===== config.mk =====
export PLATFORM = sky130hd
export DESIGN_NAME = chr_out_port
export DESIGN_NICKNAME = d
export VERILOG_FILES = /design/src/rtl/chr_out_pkg.sv /design/src/rtl/chr_out_decode.sv /design/src/rtl/chr_out_ctrl.sv /design/src/rtl/chr_out_xmit.sv /design/src/rtl/chr_out_port.sv
export SDC_FILE = /design/constraint.sdc
export NUM_CORES = 1
export LEC_CHECK = 0
export ABC_AREA = 1
export BUFFER_PORTS_ARGS = -buffer_cell sky130_fd_sc_hd__buf_2
export CAP_MARGIN = 25
export CORE_MARGIN = 3
export CORE_UTILIZATION = 33
export CTS_CLUSTER_DIAMETER = 40
export DETAILED_ROUTE_END_ITERATION = 10
export GPL_TIMING_DRIVEN = 0
export PLACE_DENSITY = 0.77
export SLEW_MARGIN = 20
export SYNTH_ARGS = -nofsm -noshare
export SYNTH_HDL_FRONTEND = slang
export SYNTH_SLANG_ARGS = --single-unit

===== constraint.sdc =====
create_clock -name clk -period 1.16 [get_ports clk]
set_clock_uncertainty 0.1 [all_clocks]
set_input_delay 0.058 -clock clk [delete_from_list [all_inputs] [get_ports clk]]
set_output_delay 0.058 -clock clk [all_outputs]
set_load 0.03 [all_outputs]

===== src/rtl/chr_out_pkg.sv =====
package chr_out_pkg;
  localparam int ADDR_W = 16;
  localparam int DATA_W = 16;
  localparam int CHAR_W = 8;
  localparam logic [ADDR_W-1:0] STAT_ADDR = 16'hFE04;
  localparam logic [ADDR_W-1:0] DATA_ADDR = 16'hFE06;
  localparam int RDY_BIT = 15;
  localparam int IE_BIT  = 14;
endpackage


===== src/rtl/chr_out_decode.sv =====
module chr_out_decode
  import chr_out_pkg::*;
#(
  parameter int AW = ADDR_W,
  parameter logic [AW-1:0] STAT_A = STAT_ADDR,
  parameter logic [AW-1:0] DATA_A = DATA_ADDR
) (
  input  logic [AW-1:0] addr,
  input  logic          rd,
  input  logic          wr,
  output logic          stat_rd,
  output logic          stat_wr,
  output logic          data_rd,
  output logic          data_wr
);
  logic stat_hit, data_hit;

  always_comb begin
    stat_hit = (addr == STAT_A);
    data_hit = (addr == DATA_A);
    stat_rd  = rd & stat_hit;
    stat_wr  = wr & stat_hit;
    data_rd  = rd & data_hit;
    data_wr  = wr & data_hit;
  end
endmodule


===== src/rtl/chr_out_ctrl.sv =====
module chr_out_ctrl (
  input  logic clk,
  input  logic rst_n,
  input  logic stat_wr,
  input  logic ie_in,
  output logic ie
);
  logic ie_d, ie_en;

  always_comb begin
    ie_en = stat_wr;
    ie_d  = ie_in;
  end

  always_ff @(posedge clk or negedge rst_n) begin
    if (!rst_n)     ie <= 1'b0;
    else if (ie_en) ie <= ie_d;
  end
endmodule


===== src/rtl/chr_out_xmit.sv =====
module chr_out_xmit
  import chr_out_pkg::*;
#(
  parameter int CW = CHAR_W
) (
  input  logic          clk,
  input  logic          rst_n,
  input  logic          data_wr,
  input  logic [CW-1:0] wchar,
  input  logic          done,
  output logic          busy,
  output logic [CW-1:0] char_q
);
  logic          busy_d;
  logic          load_en;
  logic [CW-1:0] char_d;

  always_comb begin
    load_en = data_wr & ~busy;
    char_d  = wchar;
    busy_d  = busy;
    if (load_en)          busy_d = 1'b1;
    else if (busy & done) busy_d = 1'b0;
  end

  always_ff @(posedge clk or negedge rst_n) begin
    if (!rst_n) busy <= 1'b0;
    else        busy <= busy_d;
  end

  always_ff @(posedge clk or negedge rst_n) begin
    if (!rst_n)       char_q <= '0;
    else if (load_en) char_q <= char_d;
  end
endmodule


===== src/rtl/chr_out_port.sv =====
module chr_out_port
  import chr_out_pkg::*;
(
  input  logic              clk,
  input  logic              rst_n,
  input  logic [ADDR_W-1:0] bus_addr,
  input  logic              bus_rd,
  input  logic              bus_wr,
  input  logic [DATA_W-1:0] bus_wdata,
  output logic [DATA_W-1:0] bus_rdata,
  output logic [CHAR_W-1:0] sink_char,
  output logic              sink_valid,
  input  logic              sink_done,
  output logic              irq
);
  logic stat_rd, stat_wr, data_rd, data_wr;
  logic busy, ie, ready_w;
  logic [CHAR_W-1:0] char_q;
  logic unused_wdata;

  assign unused_wdata = ^{bus_wdata[DATA_W-1:IE_BIT+1], bus_wdata[IE_BIT-1:CHAR_W]};

  chr_out_decode u_dec (
    .addr(bus_addr), .rd(bus_rd), .wr(bus_wr),
    .stat_rd(stat_rd), .stat_wr(stat_wr),
    .data_rd(data_rd), .data_wr(data_wr)
  );

  chr_out_ctrl u_ctrl (
    .clk(clk), .rst_n(rst_n),
    .stat_wr(stat_wr), .ie_in(bus_wdata[IE_BIT]), .ie(ie)
  );

  chr_out_xmit u_xmit (
    .clk(clk), .rst_n(rst_n),
    .data_wr(data_wr), .wchar(bus_wdata[CHAR_W-1:0]),
    .done(sink_done), .busy(busy), .char_q(char_q)
  );

  always_comb begin
    ready_w    = ~busy;
    sink_valid = busy;
    sink_char  = char_q;
    irq        = ready_w & ie;
    bus_rdata  = '0;
    if (stat_rd) begin
      bus_rdata[RDY_BIT] = ready_w;
      bus_rdata[IE_BIT]  = ie;
    end else if (data_rd) begin
      bus_rdata[CHAR_W-1:0] = char_q;
    end
  end
endmodule


# ---- Word level (Yosys, flattened, before mapping)
# Index checks and enable logic that the tools add are counted.
dict set report word_totals {
  inputBits 37
  out_inout_bits 26
  regBits 10
}
dict set report classes {
  bitwise_logic 8
  reduce_logical 1
  muxes 5
  eq_ne 2
}
# op count
set op_table {}
lappend op_table {{$eq A16 B16 Y1 const B} 2}
lappend op_table {{$mux W8} 2}
lappend op_table {{$and A1 B1 Y1} 7}
lappend op_table {{$mux W1} 2}
lappend op_table {{$mux W2} 1}
lappend op_table {{$reduce_bool A2 Y1} 1}
lappend op_table {{$not A1 Y1} 1}

# ---- Longest topological paths before layout
dict set report depth {
  ltp_word 4
  mapped_depth 8
  mapped_depth_nobuf 8
}

# ---- By module
# From an unflattened synthesis, not the netlist that was laid out.
dict set report hier_totals {
  cells_unflattened 101
  hier_area_um2 648.1
}
# mod n_inst cells_each area_per_inst_um2 seq_area_each_um2
set modules_own_cells {}
lappend modules_own_cells {chr_out_xmit 1 37 356.6 225.2}
lappend modules_own_cells {chr_out_port 1 31 141.4 0.0}
lappend modules_own_cells {chr_out_decode 1 28 110.1 0.0}
lappend modules_own_cells {chr_out_ctrl 1 5 40.0 25.0}

# ---- Worst setup path after synthesis
# OpenSTA, ideal clock, no wires.
dict set report synth_path {
  kind {reg2out}
  start {register u_xmit.busy}
  end {output bus_rdata[15]}
  path_stages_with_launch 2
  path_slack_ns -0.280
  arrival_ns 1.282
  path_buffers 0
  required_ns 1.002
  cell_sequence {dfrtp_1 nor3_1}
}
dict set report synth_via {
  elab_chain_len 2
}
# element line
set synth_lines {}
lappend synth_lines {{from (decl)} chr_out_xmit.sv:11} ;# output logic busy,
lappend synth_lines {{from (signal assigned)} chr_out_xmit.sv:28} ;# else busy <= busy_d;
lappend synth_lines {{$not A1 Y1} chr_out_port.sv:41} ;# ready_w = ~busy;
lappend synth_lines {{$mux W2} chr_out_port.sv:46} ;# if (stat_rd) begin
lappend synth_lines {{to (decl)} chr_out_port.sv:10} ;# output logic [DATA_W-1:0] bus_rdata,
# No other way between the ends.

# ---- Worst setup path in the final report
dict set report layout_path {
  start {register u_xmit.busy}
  end {register u_xmit.char_q[1]}
}
dict set report layout_via {
  elab_chain_len 2
}
# element line
set layout_lines {}
lappend layout_lines {{$not A1 Y1} chr_out_xmit.sv:19} ;# load_en = data_wr & ~busy;
lappend layout_lines {{$and A1 B1 Y1} chr_out_xmit.sv:19}
lappend layout_lines {{to (signal assigned)} chr_out_xmit.sv:33} ;# else if (load_en) char_q <= char_d;
lappend layout_lines {{to (decl)} chr_out_xmit.sv:12} ;# output logic [CW-1:0] char_q
# No other way between the ends.
# A chain may end at the register's enable or synchronous reset.

==> run_results.csv <==
group,metric,value,unit
routing,drt-total-wl,2921,µm
floorplanning,row_count,16,
sta,period_share,103.4,%
cts,cts_buffer_depth,2,
power,leakagePower,0.0008018,µW
cts,clock-sinks,10,
logic_synthesis,synthAdderAreaFrac,0,%
global_routing,antenna_found_initial,0,
logic_synthesis,synth_cells,108,
cts,clk_latency,0.28,ns
global_routing,grt_pass1_vias,879,
layout,diodes,0,
routing,vias,957,
logic_synthesis,seq_area_frac_synth,35.21,%
routing,route.met3.wl,140,µm
sta,fin_crit,1.199,ns
routing,drcViolationCount,0,
routing,drtAntennaViolNets,0,
power,power.density,617.4,mW/mm²
layout,drive_gt1_share,53.26,%
logic_synthesis,synth-seq-cells,10,
cts,cts.clk_slew.worst_paths,0.08,ns
critical_path,cp.required,1.22,ns
cts,htreeDepth,1,
layout,nets,222,
logic_synthesis,syn_avg_cell_area,6.580,µm²
place,place_area,0.001027,mm²
logic_synthesis,synth_xor_area_share,0,%
sta,rsz0062_at_grt,"true",
routing,dr_wl_met2,1665,µm
cts,cts_made_buffers,3,
layout,fin_cells,211,
min_path,hp-class,"input pin to asynchronous set/reset pin",
sta,hold_viol,0,
logic_synthesis,synth_compound_area_share,0.7042,%
cts,cts_root_buffer,"clkbuf_4",
global_routing,grtUsageTotal,16.83,%
flow_run,max_cap_viol_count,0,
critical_path,path_max_fanout,5,
logic_synthesis,syn_area,710.7,µm²
floorplanning,die_area,0.002746,mm²
status,failed_checks,"setup timing",
global_routing,grt_max_degree,11,
floorplanning,core-area,0.002002,mm²
layout,synthToLayoutAreaGrowth,99.30,%
logic_synthesis,yosys.area_share.simple,46.65,%
routing,drt-pass1-iter-count,4,
floorplanning,io_pins,63,
status,status,"finished with violations",
power,irDropWorstVdd,363.1,µV
place,portBuffers,49,
logic_synthesis,synthMuxAreaShare,0,%
layout,stdcell_area,0.001416,mm²
floorplanning,initial_core_util,35.50,%
global_routing,grt_pass1_wl,3498,µm
floorplanning,die_w,52.41,µm
critical_path,cp.arrival,1.26,ns
place,place.gp.congestion,0.6684,
routing,routed.top_layer,"met4",
logic_synthesis,synth_warnings,0,
critical_path,crit_type,"register to register",
sta,drv_slew,0,
routing,wl_per_cell,13.84,µm
sta,setup_viol,13,
sta,fmaxAchievable,833.9,MHz
critical_path,endpoint_kind,"register",
place,dp_cells,189,
global_routing,gr-total-overflow,0,
sta,fin_ws,-0.03915,ns
logic_synthesis,synth_top_family_by_area,"simple AND/OR/NAND/NOR gates",
logic_synthesis,ys_types,17,
place,dp_hpwl,1611,µm
cts,cts_tree,"yes",
floorplanning,fp.dieH,52.41,µm
critical_path,start_kind,"register",
routing,initialDrtViolationCount,14,
layout,fillers,151,
routing,wl_met1,964,µm
routing,via_per_inst,4.536,
power,finalPower,874.5,µW
## critical path, stage by stage, from the launching register on
cell and delay, ns:
dfrtp_2 0.46, nor2_4 0.18, nand3_2 0.16, nand2_1 0.12, nand2_1 0.06
## sequential cells by signal, summed over array words and instances (netlist names)
register / cells
u_ctrl.ie: 1
u_xmit.busy: 1
u_xmit.char_q: 8
## cells by family after synthesis
kind of cell	count (synthesis)
AOI/OAI and AO/OA	1
buffers and inverters	26
DFF	10
other	1
and+or+nand+nor	70
## cell usage in the layout, fill, tap and decap left out, drive strengths merged
cell type / instances
nor2: 22
dfrtp: 10
nor3: 2
nand2: 35
nand3: 11
inv: 20
dlygate4sd3: 11
conb: 6
buf: 60
clkbuf: 4
dlymetal6s4s: 1
nand4: 1
o21ai: 1
## Yosys cell counts, drive strengths merged
library cell | instances | share of area [%]
nand2 | 35 | 20
nor2 | 22 | 16
inv | 20 | 11
dfrtp | 10 | 35
nand3 | 10 | 7.7
buf | 6 | 6.3
nor3 | 2 | 1.4
conb | 1 | 0.53
nand4 | 1 | 0.88
o21ai | 1 | 0.70
## final timing paths
path                                           endpoint  depth (start not counted)  slack, ns                          from
hold reg to reg            u_xmit.char_q[6]$_DFFE_PN0P_                          2       0.41  u_xmit.char_q[6]$_DFFE_PN0P_
min in group clk                  u_ctrl.ie$_DFFE_PN0P_                          3       0.11                        bus_wr
setup / recovery           u_xmit.char_q[1]$_DFFE_PN0P_                          4      -0.04       u_xmit.busy$_DFFE_PN0P_
hold / removal                    u_ctrl.ie$_DFFE_PN0P_                          2       0.09                         rst_n
max in group asynchronous       u_xmit.busy$_DFFE_PN0P_                          2       0.66                         rst_n
setup reg to reg           u_xmit.char_q[1]$_DFFE_PN0P_                          4      -0.04       u_xmit.busy$_DFFE_PN0P_
## per-layer routing
metal / vias to the layer above / GRT usage [%]
met3: 13 / 3.134
met1: 442 / 16.70
met4: 0 / 4.681
li1: 463 / -
met5: - / 0
met2: 39 / 34.30
## per-stage QoR
step | hold slack (ns) | utilization, % | setup TNS (ns) | setup WS [ns]
detailed placement | -0.1722 | 51.31 | -0.8034 | -0.07971
global placement | -0.1772 | 51.31 | -0.2855 | -0.03854
CTS | 0.09621 | 62.88 | -0.07515 | -0.07515
finish | 0.08824 | 70.75 | -0.2709 | -0.03915
global route | 0.09438 | 70.75 | -0.9720 | -0.09291
floorplan | -0.3376 | - | 0 | 0.0009179
## power by group
group,internal (µW),total [µW],switching (µW),leakage (µW)
combinational,94.8,193,98.5,0.000643
sequential,348,349,0.0918,0.000138
clock,191,333,141,0.0000210
## what timing repair did
item	4_1_cts	5_1_grt
setup endpoints to repair	19	19
hold endpoints to repair	20	0
cloned	0	1
setup buffers	5	1
gates resized for setup	12	49
hold buffers	12	0
pin swaps	5	12
## final cells by class
cell class | instances | area (µm²) | share of cell area (%)
Tap cell | 27 | 33.78 | 2.385
Buffer | 6 | 45.04 | 3.180
Timing Repair Buffer | 66 | 471.7 | 33.30
Inverter | 20 | 77.57 | 5.477
Clock buffer | 4 | 36.28 | 2.562
Multi-Input combinational cell | 78 | 500.5 | 35.34
Sequential cell | 10 | 251.5 | 17.76
(Power assumes the default switching activity.)
